File: src/rtl/tick_pkg.sv
package tick_pkg;
  localparam int unsigned TICK_W = 32;
  localparam int unsigned CMP_W  = TICK_W - 4;

  typedef enum logic [1:0] {
    TM_OFF     = 2'b00,
    TM_RESTART = 2'b01,
    TM_ONESHOT = 2'b10,
    TM_CONT    = 2'b11
  } tick_mode_e;

  typedef struct packed {
    tick_mode_e         mode;
    logic               ie;
    logic               ip;
    logic [CMP_W-1:0]   period;
  } tick_cfg_t;
endpackage

File: src/rtl/tick_cfg_reg.sv
module tick_cfg_reg
  import tick_pkg::*;
#(
  parameter int unsigned DATA_W = TICK_W
) (
  input  logic              clk_i,
  input  logic              rst_ni,
  input  logic              wr_i,
  input  logic [DATA_W-1:0] wdata_i,
  input  logic              set_ip_i,
  output tick_cfg_t         cfg_o
);
  tick_cfg_t cfg_q, cfg_wr;

  // software may only keep or clear the pending flag
  always_comb begin
    cfg_wr    = tick_cfg_t'(wdata_i);
    cfg_wr.ip = cfg_q.ip & wdata_i[DATA_W-4];
  end

  always_ff @(posedge clk_i or negedge rst_ni) begin
    if (!rst_ni)       cfg_q <= '0;
    else if (wr_i)     cfg_q <= cfg_wr;
    else if (set_ip_i) cfg_q.ip <= 1'b1;
  end

  assign cfg_o = cfg_q;
endmodule

File: src/rtl/tick_match.sv
module tick_match #(
  parameter int unsigned CMP_W = tick_pkg::CMP_W
) (
  input  logic             clk_i,
  input  logic             rst_ni,
  input  logic             wr_any_i,
  input  logic             run_i,
  input  logic [CMP_W-1:0] cnt_low_i,
  input  logic [CMP_W-1:0] period_i,
  output logic             hit_o
);
  logic chk_q;

  // one-shot compare window after any register write (stopped-state match)
  always_ff @(posedge clk_i or negedge rst_ni) begin
    if (!rst_ni) chk_q <= 1'b0;
    else         chk_q <= wr_any_i;
  end

  assign hit_o = (cnt_low_i == period_i) && (run_i || chk_q);
endmodule

File: src/rtl/tick_counter.sv
module tick_counter
  import tick_pkg::*;
#(
  parameter int unsigned CNT_W = TICK_W,
  parameter int unsigned CMP_W = tick_pkg::CMP_W
) (
  input  logic             clk_i,
  input  logic             rst_ni,
  input  logic             wr_cnt_i,
  input  logic             wr_cfg_i,
  input  logic [CNT_W-1:0] wdata_i,
  input  tick_mode_e       mode_i,
  input  logic [CMP_W-1:0] period_i,
  input  logic             act_i,
  output logic [CNT_W-1:0] cnt_o,
  output logic             run_o
);
  localparam int unsigned PAD_W = CNT_W - CMP_W;

  logic [CNT_W-1:0] cnt_q;
  logic             run_q;
  tick_mode_e       new_mode;
  logic [CMP_W-1:0] new_period;
  logic             start;

  assign new_mode   = tick_mode_e'(wdata_i[CNT_W-1 -: 2]);
  assign new_period = wdata_i[CMP_W-1:0];
  // continuous start is refused when the count already sits on the period
  assign start = (new_mode != TM_OFF) &&
                 !(new_mode == TM_CONT && cnt_q == {{PAD_W{1'b0}}, new_period});

  always_ff @(posedge clk_i or negedge rst_ni) begin
    if (!rst_ni) begin
      cnt_q <= '0;
      run_q <= 1'b0;
    end else if (wr_cnt_i) begin
      cnt_q <= wdata_i;
    end else if (wr_cfg_i) begin
      run_q <= start;
    end else if (run_q) begin
      if (act_i) begin
        unique case (mode_i)
          TM_RESTART: cnt_q <= '0;
          TM_ONESHOT: begin
            cnt_q <= {{PAD_W{1'b0}}, period_i};
            run_q <= 1'b0;
          end
          default:    cnt_q <= cnt_q + 1'b1;
        endcase
      end else begin
        cnt_q <= cnt_q + 1'b1;
      end
    end
  end

  assign cnt_o = cnt_q;
  assign run_o = run_q;
endmodule

File: src/rtl/tick_timer.sv
module tick_timer
  import tick_pkg::*;
(
  input  logic              clk_i,
  input  logic              rst_ni,
  input  logic              sel_i,
  input  logic              we_i,
  input  logic [TICK_W-1:0] wdata_i,
  output logic [TICK_W-1:0] rdata_o,
  output logic              irq_o
);
  tick_cfg_t         cfg_q;
  logic [TICK_W-1:0] count_q;
  logic              run_q;
  logic              hit_c;
  logic              wr_cnt, wr_cfg, act, set_ip;

  assign wr_cnt = we_i && !sel_i;
  assign wr_cfg = we_i && sel_i;
  assign act    = hit_c && !we_i;
  assign set_ip = act && cfg_q.ie && !cfg_q.ip;

  tick_cfg_reg #(.DATA_W(TICK_W)) u_cfg (
    .clk_i    (clk_i),
    .rst_ni   (rst_ni),
    .wr_i     (wr_cfg),
    .wdata_i  (wdata_i),
    .set_ip_i (set_ip),
    .cfg_o    (cfg_q)
  );

  tick_match #(.CMP_W(CMP_W)) u_match (
    .clk_i     (clk_i),
    .rst_ni    (rst_ni),
    .wr_any_i  (we_i),
    .run_i     (run_q),
    .cnt_low_i (count_q[CMP_W-1:0]),
    .period_i  (cfg_q.period),
    .hit_o     (hit_c)
  );

  tick_counter #(.CNT_W(TICK_W), .CMP_W(CMP_W)) u_cnt (
    .clk_i    (clk_i),
    .rst_ni   (rst_ni),
    .wr_cnt_i (wr_cnt),
    .wr_cfg_i (wr_cfg),
    .wdata_i  (wdata_i),
    .mode_i   (cfg_q.mode),
    .period_i (cfg_q.period),
    .act_i    (act),
    .cnt_o    (count_q),
    .run_o    (run_q)
  );

  assign rdata_o = sel_i ? TICK_W'(cfg_q) : count_q;
  assign irq_o   = cfg_q.ip && cfg_q.ie;
endmodule

File: config.mk
export PLATFORM = sky130hd
export DESIGN_NAME = tick_timer
export DESIGN_NICKNAME = d
export VERILOG_FILES = /design/src/rtl/tick_pkg.sv /design/src/rtl/tick_cfg_reg.sv /design/src/rtl/tick_match.sv /design/src/rtl/tick_counter.sv /design/src/rtl/tick_timer.sv
export SDC_FILE = /design/constraint.sdc
export NUM_CORES = 1
export LEC_CHECK = 0
export BUFFER_PORTS_ARGS = -buffer_cell sky130_fd_sc_hd__buf_2
export CORE_MARGIN = 2
export CORE_UTILIZATION = 45
export DETAILED_ROUTE_END_ITERATION = 6
export PLACE_DENSITY = 0.65
export SLEW_MARGIN = 0
export SYNTH_ARGS = -nofsm -noshare
export SYNTH_HDL_FRONTEND = slang
export SYNTH_SLANG_ARGS = --single-unit
File: constraint.sdc
create_clock -name clk_i -period 3.2 [get_ports clk_i]
set_input_delay 0.16 -clock clk_i [delete_from_list [all_inputs] [get_ports clk_i]]
set_output_delay 0.16 -clock clk_i [all_outputs]
set_load 0.05 [all_outputs]
# After elaboration in Yosys (flattened, before gate mapping)
# Cells that the tools add are included.
totals:
  register_bits: 66
  in_bits: 36
  output_inout_bits: 33
op_classes:
  n_addsub: 1
  eq_ne: 6
  n_mux: 12
  bitwise_logic: 1
  reduce_logical: 18
ops:
  columns: ["op", "count"]
  rows:
  - ["two-way mux 32 bit", 5]
  - ["one-hot mux 32 bit (2 select lines)", 1]
  - ["adder 32 x 1 -> 32 bit (second input constant)", 1]
  - ["== test 32 x 28 -> 1 bit", 1]
  - ["== test 28 bit", 1]
  - ["logical AND 1 bit", 9]
  - ["two-way mux 1 bit", 6]
  - ["nonzero test 2 bit", 3]
  - ["== test 2 bit (second input constant)", 2]
  - ["logical NOT 1 bit", 4]
  - ["== test 2 x 1 -> 1 bit (second input constant)", 1]
  - ["!= test 2 x 1 -> 1 bit (second input constant)", 1]
  - ["AND reduction 2 bit", 1]
  - ["AND 1 bit", 1]
  - ["logical OR 1 bit", 1]

# Depth between registers and ports, before layout
# Gate-level depths: netlist of the first run.
depth:
  ltp_word: 7
  depth_mapped: 9

# Cells and area by module
# From an unflattened synthesis of the first run, not the netlist that was laid out.
hier_totals:
  cells_unflattened: 524
  hier_area_um2: 5114.9
modules_own_cells:
  columns: ["module", "instances", "cells_each", "area_each_um2"]
  rows:
  - ["tick_counter", 1, 374, 2866.5]
  - ["tick_cfg_reg", 1, 70, 1342.5]
  - ["tick_timer", 1, 41, 566.8]
  - ["tick_match", 1, 39, 339.1]

# Worst setup path after synthesis of the first run
# OpenSTA, ideal clock, no wires.
synth_timing:
  path_type: "reg-to-reg"
  from: "reg u_cnt.cnt_q[25], in the netlist u_cnt.cnt_o[25]"
  to: "reg u_cnt.cnt_q[9], in the netlist u_cnt.cnt_o[9]"
  setup_time_ps: 126
  t_arrival_ps: 2040
  slack_ps: 1034
  path_stages_with_launch: 10
  path_buffers: 2
  cell_sequence: "dfrtp_1 > buf_6 > xor2_1 > nor4_1 > nand4_1 > or3_1 > buf_2 > a21oi_4 > a211oi_1 > a221o_1"
synth_via:
  elab_chain_cells: 7
synth_lines:
  columns: ["item", "line_no", "text"]
  rows:
  - ["start, declared", "tick_counter.sv:20", "logic [CNT_W-1:0] cnt_q;"]
  - ["start signal, assigned", "tick_counter.sv:37", "cnt_q <= wdata_i;"]
  - ["start signal, assigned", "tick_counter.sv:45", "cnt_q <= {{PAD_W{1'b0}}, period_i};"]
  - ["start signal, assigned", "tick_counter.sv:48", "default: cnt_q <= cnt_q + 1'b1;"]
  - ["== test 28 bit", "tick_match.sv:20", "assign hit_o = (cnt_low_i == period_i) && (run_i || chk_q);"]
  - ["logical AND 1 bit", "tick_match.sv:20", null]
  - ["logical AND 1 bit", "tick_timer.sv:20", "assign act = hit_c && !we_i;"]
  - ["two-way mux 32 bit", "tick_counter.sv:41", "if (act_i) begin"]
  - ["two-way mux 32 bit", "tick_counter.sv:40", "end else if (run_q) begin"]
  - ["two-way mux 32 bit", "tick_counter.sv:38", "end else if (wr_cfg_i) begin"]
  - ["two-way mux 32 bit", "tick_counter.sv:36", "end else if (wr_cnt_i) begin"]
# Every way passes these cells. The select of a mux whose other input is x is not followed.
# A chain may end at the register's enable or synchronous reset.

# Final worst setup path of the first run
layout_timing:
  from: "reg u_cnt.cnt_q[7], in the netlist u_cnt.cnt_o[7]"
  to: "reg u_cnt.cnt_q[9], in the netlist u_cnt.cnt_o[9]"
layout_via:
  elab_chain_cells: 7
layout_lines:
  columns: ["item", "line_no"]
  rows:
  - ["parallel branches: the longest is 3 deep, another holds adder 32 x 1 -> 32 bit", null]
  - ["two-way mux 32 bit (*)", "tick_counter.sv:41"]
  - ["two-way mux 32 bit (*)", "tick_counter.sv:40"]
  - ["two-way mux 32 bit (*)", "tick_counter.sv:38"]
  - ["two-way mux 32 bit (*)", "tick_counter.sv:36"]
# Every way passes the cells marked *. The select of a mux whose other input is x is not followed.

==> results.md, run 1 <==
- Result of the run: complete, no violations
- Yosys top cell area share: between 30 and 40%
- Clock share of power: 25.4%
- Sequential share of power: roughly two fifths
- Number of remaining DRC errors: 0
- Number of primary I/O pins: between 60 and 70
- All-Layer GR Usage: roughly a quarter
- Post-synth EDFFs: 0
- Fillcell total: 990
- Hold worst-path end: u_match.chk_q
- Critical path buffers and inverters: 0
- Data required time of the worst path: around 3500 ps
- Kind of cell with the highest combined delay on the critical path: simple AND/OR/NAND/NOR gates
- Cell taking the most area after synthesis: sky130_fd_sc_hd__dfrtp_1
- Internal reg-to-reg setup slack: between 500 and 600 ps
- Combined area of the multi-input logic cells: roughly 2900 µm²
- Vertical die dimension: approximately 110 µm
- Launching point of the worst reg2reg path: u_cnt.cnt_o[7]
- Clk root buf: sky130_fd_sc_hd__clkbuf_8
- Layout cells sized above 1: between 20 and 30%
- Logic pwr share: around 36%
- Count of port buffers added during placement: 68
- Sequential area share after synthesis: between 30 and 40%
- Die footprint: roughly 12000 µm²
- Maximum level of the CTS H-tree: 3
- Slew at the pin with the worst max-slew slack: approximately 1300 ps
- Max VDD drop: between 0.2 and 0.3 mV
- Crit-path cells: xor2_1 -> nor4_1 -> nand4_1 -> or3_1 -> a21oi_4 -> a211oi_1 -> a221o_1
- Number of maximum-capacitance constraint violations: 0
- Maximum clock frequency: between 300 and 400 MHz
- Detailed placer's ending HPWL: just over 10000 µm
- Initial core utilization: between 40% and 50%
- Commonest non-fill, non-tap cell in the layout: sky130_fd_sc_hd__buf_2
- Total leakage power: roughly 2.4 nW
- Distinct cell type count after synthesis: 51
- Number of warnings issued by yosys: 0
- CTS tree: done
- Grt total ovfl: 0
- Worst-path maximum fanout: 9
- First-pass GRT wire length: 22900 µm
- Commonest cells after routing, fill and taps aside: sky130_fd_sc_hd__buf_2, sky130_fd_sc_hd__xor2_1, sky130_fd_sc_hd__dfrtp_1
- Unrepaired setup endpoints after global routing: false
- Number of gates resized after cts: 0
- GP Congestion: 0.897
- Count of inserted antenna diode cells: 0
- Number of sinks on the clock net: 66
- Pins Over Slew Limit: 0
- Clock slew at the register clock pins of the worst setup and hold paths: around 80 ps
- Synth-to-Final Area Change: 12.1%
- Number of endpoints with negative hold slack in the final report: 0
- Netlist area before placement: ~4800 µm²
- Clock latency at the later pin of the worst-skew pair: approximately 380 ps
- Detailed-route wire length per cell: 20.1 µm
- Average cell area after synthesis: approximately 9.0 µm²
- Initial antenna violation count: 0
- Maximum clock insertion buffer count: 2
- Data arrival at the endpoint of the critical path: roughly 3000 ps
- Delay of the slowest cell on the worst path: roughly 570 ps
- Total area of sequential cells: approximately 1700 µm²
- Post-DR vias/cell: 6.03
- Antenna viol nets, final: 0
- Setup tns final: 0 ps
- Final-report setup violation count: 0
- Clock period minus final worst setup slack: about 2700 ps
- Hold Path Depth: 1
- Launching instance or port of the critical path: u_cnt.cnt_o[7]
- Number of nets in the finished design: 620
- Total via count in the routed design: around 4400
- Top FF cell, synth: sky130_fd_sc_hd__dfrtp_1
- Fraction of registers with async set/reset: 100%
- Element type at the critical path start: register
- Synthesis-stage register bit count: 66
- Hold slack: between 15 and 20 ps
- Top post-synthesis cells by area: sky130_fd_sc_hd__dfrtp_1, sky130_fd_sc_hd__mux2_2, sky130_fd_sc_hd__xor2_1
- Maximum number of pins on one net before global-route repair: 39
- Cells after Synth: between 500 and 600
- Routed wire length: between 10000 and 15000 µm
- First-pass iteration count of the detailed router: 6
- Power per standard cell area: a little under 600 nW/µm²
- Power Internal: ~0.0018 W
- Hold wc startpoint: we_i
- Switching share of power: a little over two fifths
- Reg2Reg Depth: 7
- Remaining max-slew budget at the tightest pin: between 10% and 20%
- Classification of the worst-slack hold path: in2reg
- Endpoint of the worst-slack reg-to-reg timing path: u_cnt.cnt_o[9]
- Total number of placement rows: 37
- Synthesized Nets: about 580
- Library cell contributing the largest single delay on the critical path: sky130_fd_sc_hd__or3_1
- Die extent in x: roughly 110 µm
- Placeable core area: between 10000 and 15000 µm²
- Capturing element type of the critical path: register
- Initial drt markers: between 200 and 300
- Final worst path period share: a little over four fifths
- Psw: 0.00136 W
- Number of global-route vias before repair: slightly above 4000
- Critical path type: reg2reg
- Cts bufs inserted: 9
- Clock skew: between 10 and 15 ps
## state kept, by name (all words and copies together), names as in the netlist
register / flops
u_cfg.cfg_o: 32
u_cnt.cnt_o: 32
u_cnt.run_o: 1
u_match.chk_q: 1
## worst max path at each step
stage                            endpoint  slack (ps)  cells past startpoint
final                      u_cnt.cnt_o[9]         510                      7
after global routing      u_cnt.cnt_o[23]         360                      8
after CTS                  u_cnt.cnt_o[9]         510                      7
after detailed placement  u_cnt.cnt_o[23]         540                      8
after global placement     u_cnt.cnt_o[9]         640                      7
after floorplan            u_cnt.cnt_o[9]        1030                      9
## synth_stat cells, types with 11 or more instances
cell,count
sky130_fd_sc_hd__xor2_1,66
sky130_fd_sc_hd__nand3_1,27
sky130_fd_sc_hd__nor2b_1,11
sky130_fd_sc_hd__nor4_1,17
sky130_fd_sc_hd__and3_1,20
sky130_fd_sc_hd__nor2_1,14
sky130_fd_sc_hd__buf_2,15
sky130_fd_sc_hd__a21oi_1,19
sky130_fd_sc_hd__dfrtp_1,66
sky130_fd_sc_hd__clkbuf_1,27
sky130_fd_sc_hd__mux2_2,58
sky130_fd_sc_hd__o21ai_0,19
sky130_fd_sc_hd__nand2_1,61
## power groups by stage
stage                     logic [W]  clock network (W)  registers (W)
after floorplan             0.00102                  0        0.00107
after global placement      0.00114                  0        0.00123
after detailed placement    0.00115                  0        0.00124
after CTS                   0.00115           0.000816        0.00122
after global routing        0.00124           0.000859        0.00126
final                       0.00116           0.000812        0.00123
## per-stage QoR
stage	setup slack (ps)	power, W	instance area (µm²)	utilization, %	std cells
2_1_floorplan	1030	0.00209	4850	-	541
3_3_place_gp	643	0.00237	5200	50.2	706
3_5_place_dp	537	0.00239	5200	50.2	706
4_1_cts	514	0.00320	5430	52.4	723
5_1_grt	365	0.00336	5430	52.4	723
6_report	506	0.00320	5430	52.4	723
## routing by layer
layer | share of wire (%) | global-route usage, %
met1 | 45 | 36.3
met2 | 46 | 39.9
met3 | 7.7 | 5.02
met4 | 2.0 | 8.70
met5 | 0 | 0
## cells by family (layout without fill, tap and decap cells)
family | Yosys count | in the layout | share of synthesized area [%]
AOI/OAI and AO/OA | 94 | 94 | 12.8
xor gates and xnor gates | 74 | 74 | 13.4
adders and majority gates | 2 | 2 | 0.516
buffers and inverters | 61 | 107 | 6.04
DFF | 66 | 66 | 34.1
muxes | 61 | 61 | 14.1
and+or+nand+nor | 183 | 183 | 19.1
## area by class of cell
| cell class | instances | area share (%) |
|---|---|---|
| inverter | 8 | 0.553 |
| clock inverter | 7 | 1.73 |
| timing repair buffer | 83 | 8.39 |
| multi-input combinational | 414 | 53.5 |
| clock buffer | 9 | 2.28 |
| tap | 136 | 3.13 |
| sequential | 66 | 30.4 |
## timing repair
item / CTS / global route
hold buffers: 1 / 0
setup buffers: 0 / 0
endpoints found under the hold margin: 15 / 0
No activity file was read; power rests on OpenSTA's default activity.
==> run 2, diff against run 1 <==
--- a/config.mk
+++ b/config.mk
@@ -5,11 +5,12 @@
 export SDC_FILE = /design/constraint.sdc
 export NUM_CORES = 1
 export LEC_CHECK = 0
+export ABC_AREA = 1
 export BUFFER_PORTS_ARGS = -buffer_cell sky130_fd_sc_hd__buf_2
 export CORE_MARGIN = 2
 export CORE_UTILIZATION = 45
 export DETAILED_ROUTE_END_ITERATION = 6
-export PLACE_DENSITY = 0.65
+export PLACE_DENSITY = 0.67
 export SLEW_MARGIN = 0
 export SYNTH_ARGS = -nofsm -noshare
 export SYNTH_HDL_FRONTEND = slang
==> constraint.sdc (replaced) <==
create_clock -name clk_i -period 2.15 [get_ports clk_i]
set_input_delay 0.1075 -clock clk_i [delete_from_list [all_inputs] [get_ports clk_i]]
set_output_delay 0.1075 -clock clk_i [all_outputs]
set_load 0.05 [all_outputs]
==> results.md, run 2 <==
- Finished layout cell area: 6940 µm²
- Initial core utilization: 45.6%
- Slew at the pin with the worst max-slew slack: between 600 and 700 ps
- Number of primary I/O pins: between 60 and 70
- Average cell area after synthesis: between 5 and 6 µm²
- Total leakage power: 3.80 nW
- First-pass iteration count of the detailed router: 5
- Synthesized Nets: about 1000
- Final-report setup violation count: 0
- Most used standard cells in the synthesized netlist: sky130_fd_sc_hd__nand2_1, sky130_fd_sc_hd__inv_1, sky130_fd_sc_hd__nor2_1, sky130_fd_sc_hd__o21ai_0, sky130_fd_sc_hd__dfrtp_1
- Number of nets in the finished design: ~1100
- Distinct cell type count after synthesis: 26
- Cells after Synth: ~1000
- Maximum level of the CTS H-tree: 3
- Number of remaining DRC errors: 0
- Number of warnings issued by yosys: 0
- Critical path type: reg2reg
- Top FF cell, synth: sky130_fd_sc_hd__dfrtp_1
- Number of global-route vias before repair: 6129
- Fraction of registers with async set/reset: 100%
- Initial antenna violation count: 0
- Top post-synthesis cells by area: sky130_fd_sc_hd__dfrtp_1, sky130_fd_sc_hd__nand2_1, sky130_fd_sc_hd__o21ai_0
- Clock slew at the register clock pins of the worst setup and hold paths: ~60 ps
- Die extent in x: 117 µm
- Capturing element type of the critical path: register
- Post-DR vias/cell: 5.28
- Hold slack: about 18 ps
- Placed Instances: approximately 1300
- Maximum clock insertion buffer count: 2
- Finished Layout Cells: 1279
- Synthesis-stage register bit count: 66
- Commonest cells after routing, fill and taps aside: sky130_fd_sc_hd__nand2_1, sky130_fd_sc_hd__inv_1, sky130_fd_sc_hd__nor2_1
- Vertical die dimension: 117 µm
- Grt total ovfl: 0
- Die footprint: 13600 µm²
- Clock latency at the later pin of the worst-skew pair: between 300 and 400 ps
- Count of inserted antenna diode cells: 0
- Commonest non-fill, non-tap cell in the layout: sky130_fd_sc_hd__nand2_1
- Dominant cell type by count on the critical path: sky130_fd_sc_hd__nand2_1
- Most common cell in the netlist: sky130_fd_sc_hd__nand2_1
- Met2 track utilization from global routing: a little under three fifths
- GP Congestion: 0.993
- Maximum number of pins on one net before global-route repair: 67
- Yosys top cell area share: about 29%
- Antenna viol nets, final: 0
- Library cell contributing the largest single delay on the critical path: sky130_fd_sc_hd__dfrtp_1
- First-pass GRT wire length: approximately 36000 µm
- Met3 layer usage reported by global route: 7.21%
- Cell taking the most area after synthesis: sky130_fd_sc_hd__dfrtp_1
- Worst path setup slack after routing: between 100 and 150 ps
- Netlist area before placement: approximately 5700 µm²
- Pins Over Slew Limit: 0
- Detailed placer's ending HPWL: between 15000 and 20000 µm
- Placeable core area: between 10000 and 15000 µm²
- Clk root buf: sky130_fd_sc_hd__clkbuf_16
- All-Layer GR Usage: between 30% and 40%
- Final worst path period share: between 90 and 100%
- Routed wire length: around 24000 µm
- Initial drt markers: between 700 and 800
- Cts bufs inserted: 9
- Element type at the critical path start: register
- Data arrival at the endpoint of the critical path: approximately 2300 ps
- Synth-to-Final Area Change: 21.6%
- Unrepaired setup endpoints after global routing: false
- Crit-path cells: buf_4 -> nand2_1 -> nor2_1 -> nand2_1 -> nor2_2 -> nand2_1 -> nor2_1 -> xor2_1 -> nand3_1 -> a21oi_1
- Worst-path maximum fanout: 7
- Sequential area share after synthesis: ~29%
- Post-synth EDFFs: 0
- Total via count in the routed design: between 6000 and 7000
- Power per standard cell area: between 900 and 1000 nW/µm²
- Count of port buffers added during placement: between 60 and 70
- Fillcell total: ~1400
- Met1 capacity usage during global routing: approximately 47%
- Maximum clock frequency: around 500 MHz
- Standard cell area after detailed placement: ~6600 µm²
- Classification of the worst-slack hold path: in2reg
- Clock skew: roughly 5.1 ps
- Total number of placement rows: between 40 and 50
- Number of sinks on the clock net: 66
- Data required time of the worst path: ~2400 ps
- Number of maximum-capacitance constraint violations: 0
- GRT Max-Usage Layer: met2
- Setup tns final: 0 ps
- Clock period minus final worst setup slack: 2000 ps
- Delay of the slowest cell on the worst path: ~500 ps
- Layout cells sized above 1: about 15%
- Result of the run: complete, no violations
- Worst-case setup slack after placement: -61.7 ps
- Remaining max-slew budget at the tightest pin: a little under three fifths
- Max VDD drop: 0.398 mV
- CTS tree: done
- Detailed-route wire length per cell: roughly 19 µm
- Number of endpoints with negative hold slack in the final report: 0
[run 2: kinds of logic after synthesis]
kind of cell,synth area share [%]
and+or+nand+nor,40.3
buffers and inverters,12.1
AOI/OAI and AO/OA,13.6
DFF,28.9
xor gates and xnor gates,4.60
adders and majority gates,0.438
[run 2: power breakdown]
part	internal, W	switching (W)	total, W
clock	0.00101	0.000588	0.00160
combinational	0.000958	0.00200	0.00296
sequential	0.00148	0.000369	0.00185
total	0.00345	0.00296	0.00641
[run 2: stage by stage]
step	utilization [%]	total power, W
6_report	55.4	0.00641
5_1_grt	55.4	0.00680
4_1_cts	55.1	0.00635
3_5_place_dp	52.5	0.00475
3_3_place_gp	52.5	0.00476
2_1_floorplan	-	0.00367
[run 2: worst max-delay path, delay by kind of cell (launching register included)]
kind	cells	cell delay (ps)
AND/OR/NAND/NOR	7	980
XOR/XNOR	1	160
flip-flops	1	490
AO/OA/AOI/OAI	1	140
buffers and inverters	1	170
[run 2: final cells by class]
class	count	area [µm²]	area share, %
clock inverters	3	65.1	0.937
flip-flops and latches	66	1660	23.9
clock buffers	12	236	3.41
well taps	172	215	3.10
multi-input cells	764	3400	49.1
inverters	131	492	7.08
repair buffers	131	872	12.6
[run 2: final timing paths]
path,startpoint,endpoint,slack [ps],cells past startpoint
hold / removal,wdata_i[29],u_cfg.cfg_o[29],20,3
setup reg to reg,u_cnt.cnt_o[10],u_cnt.cnt_o[29],150,10
min in group asynchronous,rst_ni,u_cfg.cfg_o[8],280,3
setup / recovery,u_cnt.cnt_o[10],u_cnt.cnt_o[29],150,10
hold reg to reg,u_cfg.cfg_o[30],u_cfg.cfg_o[30],520,2
max in group asynchronous,rst_ni,u_cnt.cnt_o[2],1440,3
[run 2: repair_timing]
item                                    in CTS  in global routing
endpoints found under the setup margin       2                 10
gates resized for setup                      1                 14
buffers inserted                             0                  0
gates cloned                                 0                  0
endpoints found under the hold margin       67                  0
hold buffers                                 2                  0
[run 2: metal layers]
| layer | up-vias | share of wire [%] |
|---|---|---|
| met5 | - | 0 |
| met4 | 0 | 4.1 |
| met3 | 54 | 8.5 |
| met2 | 304 | 44 |
| met1 | 3082 | 43 |
| li1 | 3311 | - |
